File: config.mk
export PLATFORM = sky130hd
export DESIGN_NAME = fcm_mon
export DESIGN_NICKNAME = d
export VERILOG_FILES = /design/src/rtl/fcm_pkg.sv /design/src/rtl/fcm_sat_timer.sv /design/src/rtl/fcm_link_ctl.sv /design/src/rtl/fcm_stat_reg.sv /design/src/rtl/fcm_mon.sv
export SDC_FILE = /design/constraint.sdc
export NUM_CORES = 1
export LEC_CHECK = 0
export BUFFER_PORTS_ARGS = -buffer_cell sky130_fd_sc_hd__clkbuf_2
export CORE_UTILIZATION = 35
export CTS_CLUSTER_DIAMETER = 80
export CTS_CLUSTER_SIZE = 14
export DETAILED_ROUTE_END_ITERATION = 8
export PLACE_DENSITY = 0.55
export SKIP_CTS_REPAIR_TIMING = 1
export SLEW_MARGIN = 40
export SYNTH_ARGS = -nofsm -noshare
export SYNTH_HDL_FRONTEND = slang
export SYNTH_SLANG_ARGS = --single-unit
File: constraint.sdc
create_clock -name clk_i -period 1.9 [get_ports clk_i]
set_input_delay 0.38 -clock clk_i [delete_from_list [all_inputs] [get_ports clk_i]]
set_output_delay 0.38 -clock clk_i [all_outputs]
set_load 0.005 [all_outputs]
File: src/rtl/fcm_pkg.sv
package fcm_pkg;
  localparam int unsigned CNT_W  = 8;
  localparam int unsigned WORD_W = 16;
  localparam int unsigned PAD_W  = WORD_W - 1 - CNT_W;

  typedef struct packed {
    logic             disc;
    logic [PAD_W-1:0] pad;
    logic [CNT_W-1:0] cnt;
  } stat_word_t;
endpackage

File: src/rtl/fcm_sat_timer.sv
module fcm_sat_timer #(
  parameter int unsigned MAX = 481,
  localparam int unsigned W  = $clog2(MAX + 1)
) (
  input  logic         clk_i,
  input  logic         rst_ni,
  input  logic         clr_i,
  input  logic         inc_i,
  output logic [W-1:0] cnt_o
);
  always_ff @(posedge clk_i or negedge rst_ni) begin
    if (!rst_ni)                           cnt_o <= '0;
    else if (clr_i)                        cnt_o <= '0;
    else if (inc_i && cnt_o != W'(MAX))    cnt_o <= cnt_o + 1'b1;
  end
endmodule

File: src/rtl/fcm_link_ctl.sv
module fcm_link_ctl (
  input  logic clk_i,
  input  logic rst_ni,
  input  logic active_i,
  input  logic qual_false_i,
  input  logic qual_good_i,
  input  logic idle_done_i,
  input  logic frame_good_i,
  output logic isolated_o,
  output logic disc_evt_o
);
  logic strike_q;
  logic reconn;

  assign disc_evt_o = active_i && !isolated_o && qual_false_i && strike_q;
  assign reconn     = active_i && isolated_o && (qual_good_i || idle_done_i);

  always_ff @(posedge clk_i or negedge rst_ni) begin
    if (!rst_ni) begin
      isolated_o <= 1'b0;
      strike_q   <= 1'b0;
    end else if (!active_i) begin
      isolated_o <= 1'b0;
      strike_q   <= 1'b0;
    end else if (disc_evt_o) begin
      isolated_o <= 1'b1;
      strike_q   <= 1'b0;
    end else if (reconn) begin
      isolated_o <= 1'b0;
      strike_q   <= 1'b0;
    end else if (frame_good_i) begin
      strike_q   <= 1'b0;
    end else if (qual_false_i && !isolated_o) begin
      strike_q   <= 1'b1;
    end
  end
endmodule

File: src/rtl/fcm_stat_reg.sv
module fcm_stat_reg
  import fcm_pkg::*;
(
  input  logic              clk_i,
  input  logic              rst_ni,
  input  logic              count_evt_i,
  input  logic              disc_evt_i,
  input  logic              rd_i,
  output logic [WORD_W-1:0] rd_data_o,
  output logic [CNT_W-1:0]  cnt_o,
  output logic              sticky_o
);
  stat_word_t word_q;

  assign rd_data_o = word_q;

  always_ff @(posedge clk_i or negedge rst_ni) begin
    if (!rst_ni) begin
      cnt_o    <= '0;
      sticky_o <= 1'b0;
      word_q   <= '0;
    end else if (rd_i) begin
      word_q.disc <= sticky_o;
      word_q.pad  <= '0;
      word_q.cnt  <= cnt_o;
      // same-cycle events survive the clear
      cnt_o       <= count_evt_i ? CNT_W'(1) : '0;
      sticky_o    <= disc_evt_i;
    end else begin
      if (count_evt_i && cnt_o != '1) cnt_o <= cnt_o + 1'b1;
      if (disc_evt_i)                 sticky_o <= 1'b1;
    end
  end
endmodule

File: src/rtl/fcm_mon.sv
module fcm_mon
  import fcm_pkg::*;
#(
  parameter int unsigned CAR_THR  = 480,
  parameter int unsigned IDLE_THR = 28000
) (
  input  logic              clk_i,
  input  logic              rst_ni,
  input  logic              rep_mode_i,
  input  logic              speed100_i,
  input  logic              disc_en_i,
  input  logic              bit_tick_i,
  input  logic              carrier_i,
  input  logic              carrier_start_i,
  input  logic              delim_ok_i,
  input  logic              frame_good_i,
  input  logic              rd_i,
  output logic [WORD_W-1:0] rd_data_o,
  output logic              isolated_o
);
  localparam int unsigned DUR_MAX = CAR_THR + 1;
  localparam int unsigned DUR_W   = $clog2(DUR_MAX + 1);
  localparam int unsigned IDLE_W  = $clog2(IDLE_THR + 1);

  logic              active;
  logic              carrier_q, bad_q;
  logic              car_end, qual_false, qual_good, idle_done, count_evt, disc_evt;
  logic [DUR_W-1:0]  dur_cnt;
  logic [IDLE_W-1:0] idle_cnt;
  logic [CNT_W-1:0]  cnt_q;
  logic              sticky_q;

  assign active = rep_mode_i && speed100_i && disc_en_i;

  always_ff @(posedge clk_i or negedge rst_ni) begin
    if (!rst_ni) begin
      carrier_q <= 1'b0;
      bad_q     <= 1'b0;
    end else begin
      carrier_q <= carrier_i;
      if (carrier_start_i) bad_q <= !delim_ok_i;
    end
  end

  fcm_sat_timer #(.MAX(DUR_MAX)) u_dur (
    .clk_i (clk_i),
    .rst_ni(rst_ni),
    .clr_i (carrier_start_i),
    .inc_i (carrier_i && bit_tick_i),
    .cnt_o (dur_cnt)
  );

  fcm_sat_timer #(.MAX(IDLE_THR)) u_idle (
    .clk_i (clk_i),
    .rst_ni(rst_ni),
    .clr_i (carrier_i),
    .inc_i (bit_tick_i),
    .cnt_o (idle_cnt)
  );

  assign car_end    = carrier_q && !carrier_i;
  assign qual_false = car_end && bad_q && (dur_cnt > DUR_W'(CAR_THR));
  assign qual_good  = car_end && !bad_q && (dur_cnt >= DUR_W'(CAR_THR));
  assign idle_done  = !carrier_i && (idle_cnt >= IDLE_W'(IDLE_THR));
  assign count_evt  = active && carrier_start_i && !delim_ok_i;

  fcm_link_ctl u_ctl (
    .clk_i       (clk_i),
    .rst_ni      (rst_ni),
    .active_i    (active),
    .qual_false_i(qual_false),
    .qual_good_i (qual_good),
    .idle_done_i (idle_done),
    .frame_good_i(frame_good_i),
    .isolated_o  (isolated_o),
    .disc_evt_o  (disc_evt)
  );

  fcm_stat_reg u_stat (
    .clk_i      (clk_i),
    .rst_ni     (rst_ni),
    .count_evt_i(count_evt),
    .disc_evt_i (disc_evt),
    .rd_i       (rd_i),
    .rd_data_o  (rd_data_o),
    .cnt_o      (cnt_q),
    .sticky_o   (sticky_q)
  );
endmodule

==> flow_metrics.tcl <==
set metrics [dict create \
    clkPwrFrac_pct 43.7 \
    slowest_stage "or4_4" \
    synth_largest_area_cell "dfrtp_1" \
    numCtsBuffers 5 \
    chipHeight_microns 85.7 \
    wl_per_cell_microns 12.7 \
    leakagePower_nw 1.20 \
    endpoint_kind "flop" \
    clk_path_buf_depth 2 \
    power_density_nw_per_um2 707 \
    yosysWarningCount 0 \
    maxCapViolations 0 \
    finish.net_count 291 \
    syn_inst 244 \
    clock.fmax_mhz 561 \
    worstMarginPinSlew_ns 0.587 \
    firstDrtPassIters 4 \
    grt_start_max_net_pins 47 \
    synth_seq_cells 46 \
    status "finished clean" \
    power.internal_w 0.00156 \
    rsz0062_at_grt "no" \
    grt_pass1_wl_mm 8.50 \
    finalMaxSlewViolations 0 \
    grt-ovfl-total 0 \
    critical_path.startpoint "u_idle.cnt_o[0]" \
    required_ns 2.14 \
    startpoint_type "flop" \
    core_area_sq_um 6790 \
    synth_edf_count 0 \
    drc 0 \
    syn_to_final_growth_pct 15.7 \
    worstPathCellList "inv_1, ha_1, nand4bb_1, o41ai_4, buf_4, or4_4, a21oi_2" \
    finalCritPeriodShare_pct 93.8 \
    cp_top_family "simple AND/OR/NAND/NOR gates" \
    p_sw_share_pct 22.1 \
    place_congestion 0.764 \
    critPathKind "reg2reg" \
    synth_area_leaders "dfrtp_1 (47%), mux2_2 (4.6%), xnor2_1 (3.9%)" \
    synthMuxAreaShare_pct 6.22 \
    switchingPower_w 0.000443 \
    fin_skew_ns 0.0154 \
    synth-simple-area-share_pct 21.0 \
    drt_iter0_markers 79 \
    die-area_sq_um 7350 \
    cts_max_level 2 \
    worstSkewPairLatency_ns 0.30 \
    power_w 0.00201 \
    detail-route-antenna-nets 0 \
    reg2reg_from "u_idle.cnt_o[0]" \
    p_comb_share_pct 6.4 \
    routed_wirelength_mm 4.73 \
    grt.total_usage_pct 14.5 \
    critPathMaxStageDelay_ns 0.51 \
    synth_adder_area_share_pct 3.06 \
    synthArstFlopShare_pct 100 \
    worstPathArrival_ns 2.02 \
    setup_violations 0 \
    syn_area_per_cell_sq_um 10.1 \
    synth_xor_area_share_pct 4.64 \
    synth_top_family_by_area "simple AND/OR/NAND/NOR gates" \
    relSlewSlack_pct 60.8 \
    cts_root_buf "clkbuf_8" \
    synth_top_area_share_pct 46.9 \
    io_pins 28 \
    path_max_fanout 8 \
    grt_pass1_vias 1813 \
    cts_tree "yes" \
    layout-drive-gt1-share_pct 21.1 \
    io_buffers 20 \
    yosysUniqueCellTypes 45 \
    rows 30 \
    diodes 0 \
    start_util_pct 36.1 \
    grt_antenna_before_repair 0 \
    synth_compound_area_share_pct 12.2 \
    vdd_ir_drop_max_mv 0.345 \
    setup_tns_ns 0 \
    dr_total_vias 1821 \
    cts_sinks 46 \
    finalHoldViolCount 0 \
    die_w_microns 85.7 \
    path_buf_inv 2 \
    synth_ff_type "dfrtp_1" \
    period_minus_slack_ns 1.78 \
    vias_per_cell 4.91 \
    sequentialPowerShare_pct 49.8 \
    netlist_area_sq_um 2450 \
    cts.clk_slew.worst_paths_ns 0.10 \
    yosysSeqAreaShare_pct 46.9 \
    place_hpwl_mm 3.36 \
    worstHoldPathType "in2async" \
]
cell usage after synthesis, types with 2 or more instances:
cell type,instances
dfrtp_1,46
or4_1,6
nor4_1,5
or3_1,5
nor2b_1,3
and3_1,3
nand2_1,13
nand3b_1,2
nand3_1,15
ha_1,6
nor2_1,22
clkbuf_1,4
nand2b_1,4
mux2i_1,4
mux2_2,10
buf_4,7
nand4_1,8
buf_2,2
nor3_1,4
o31ai_1,6
xnor2_1,11
xor2_1,2
inv_1,13
o21ai_1,2
a21oi_1,14
o21ai_0,8
path summary, 6_finish.rpt:
check | end | slack (ns) | cells past startpoint
worst max-delay path | u_idle.cnt_o[10] | 0.12 | 7
worst max register to register | u_idle.cnt_o[10] | 0.12 | 7
min in group clk_i | u_ctl.strike_q | 0.23 | 2
max in group asynchronous | u_idle.cnt_o[11] | 1.33 | 2
worst min register to register | u_stat.rd_data_o[2] | 0.51 | 1
worst min-delay path | u_stat.rd_data_o[3] | 0.14 | 2
layout make-up:
cell class	count	area (sq um)
fillers	664	3960
multi-input cells	176	1190
flip-flops and latches	46	1150
repair buffers	32	190
well taps	96	120
clock buffers	5	68.8
clock inverters	3	68.8
inverters	13	48.8
kinds of logic (layout without fill, tap and decap cells):
group                      Yosys count  after routing
AOI/OAI and AO/OA                   41             41
xor gates and xnor gates            13             13
adders and majority gates            6              6
buffers and inverters               28             53
DFF                                 46             46
muxes                               14             14
other                                1              7
and+or+nand+nor                     95             95
power groups by stage:
| stage | Clock, W | Sequential [W] | Combinational (W) |
|---|---|---|---|
| 6_report | 0.000878 | 0.000999 | 0.000129 |
| 5_1_grt | 0.000933 | 0.00100 | 0.000152 |
| 4_1_cts | 0.000904 | 0.00100 | 0.000132 |
| 2_1_floorplan | 0 | 0.00102 | 0.0000780 |
| 3_3_place_gp | 0 | 0.00102 | 0.000130 |
| 3_5_place_dp | 0 | 0.00102 | 0.000132 |
per-layer routing:
| layer | share of wire, % | global-route usage (%) | vias to the layer above |
|---|---|---|---|
| met2 | 47 | 23.5 | 20 |
| li1 | - | - | 923 |
| met3 | 2.4 | 2.60 | 6 |
| met1 | 50 | 19.8 | 872 |
| met5 | 0 | 0 | - |
| met4 | 1.1 | 4.09 | 0 |
worst register-to-register path, delay by kind of cell, from the launching register on:
kind                     cells  cell delay (ns)
adder cells (fa/ha/maj)      1             0.20
AO/OA/AOI/OAI                2             0.21
buffers and inverters        2             0.25
flip-flops                   1             0.40
AND/OR/NAND/NOR              2             0.66
per-stage QoR:
stage                     cells  utilization [%]  hold WS [ns]  setup WS (ns)  instance area (sq um)
after detailed placement    363             39.6         0.496          0.132                   2690
after CTS                   371             41.7         0.168         0.0978                   2830
after floorplan             250                -        0.0844          0.208                   2480
after global routing        371             41.8         0.209        0.00847                   2840
after global placement      363             39.6         0.489          0.182                   2690
final                       371             41.8         0.141          0.118                   2840
registers in the layout, summed over array words and instances (netlist names):
name and count:
u_idle.cnt_o 15, u_dur.cnt_o 9, u_stat.rd_data_o 9, u_stat.cnt_o 8
bad_q 1, carrier_q 1, u_ctl.isolated_o 1, u_ctl.strike_q 1
u_stat.sticky_o 1
layout by cell type, fill, tap and decap left out, drive strengths merged, types with 2 or more instances in the layout:
cell      n
nor2b     3
inv      13
mux2i     4
bufinv    2
or4       6
xor2      2
or3       6
nor4      6
conb      7
a2111oi   2
nor2     22
nor3      4
a21oi    14
buf      12
ha        6
o21ai    10
o31ai     6
xnor2    11
and3      3
nand3b    2
nand2    13
nand2b    4
nand4     8
mux2     10
dfrtp    46
nand3    15
clkbuf   25
(Power assumes the default switching activity.)
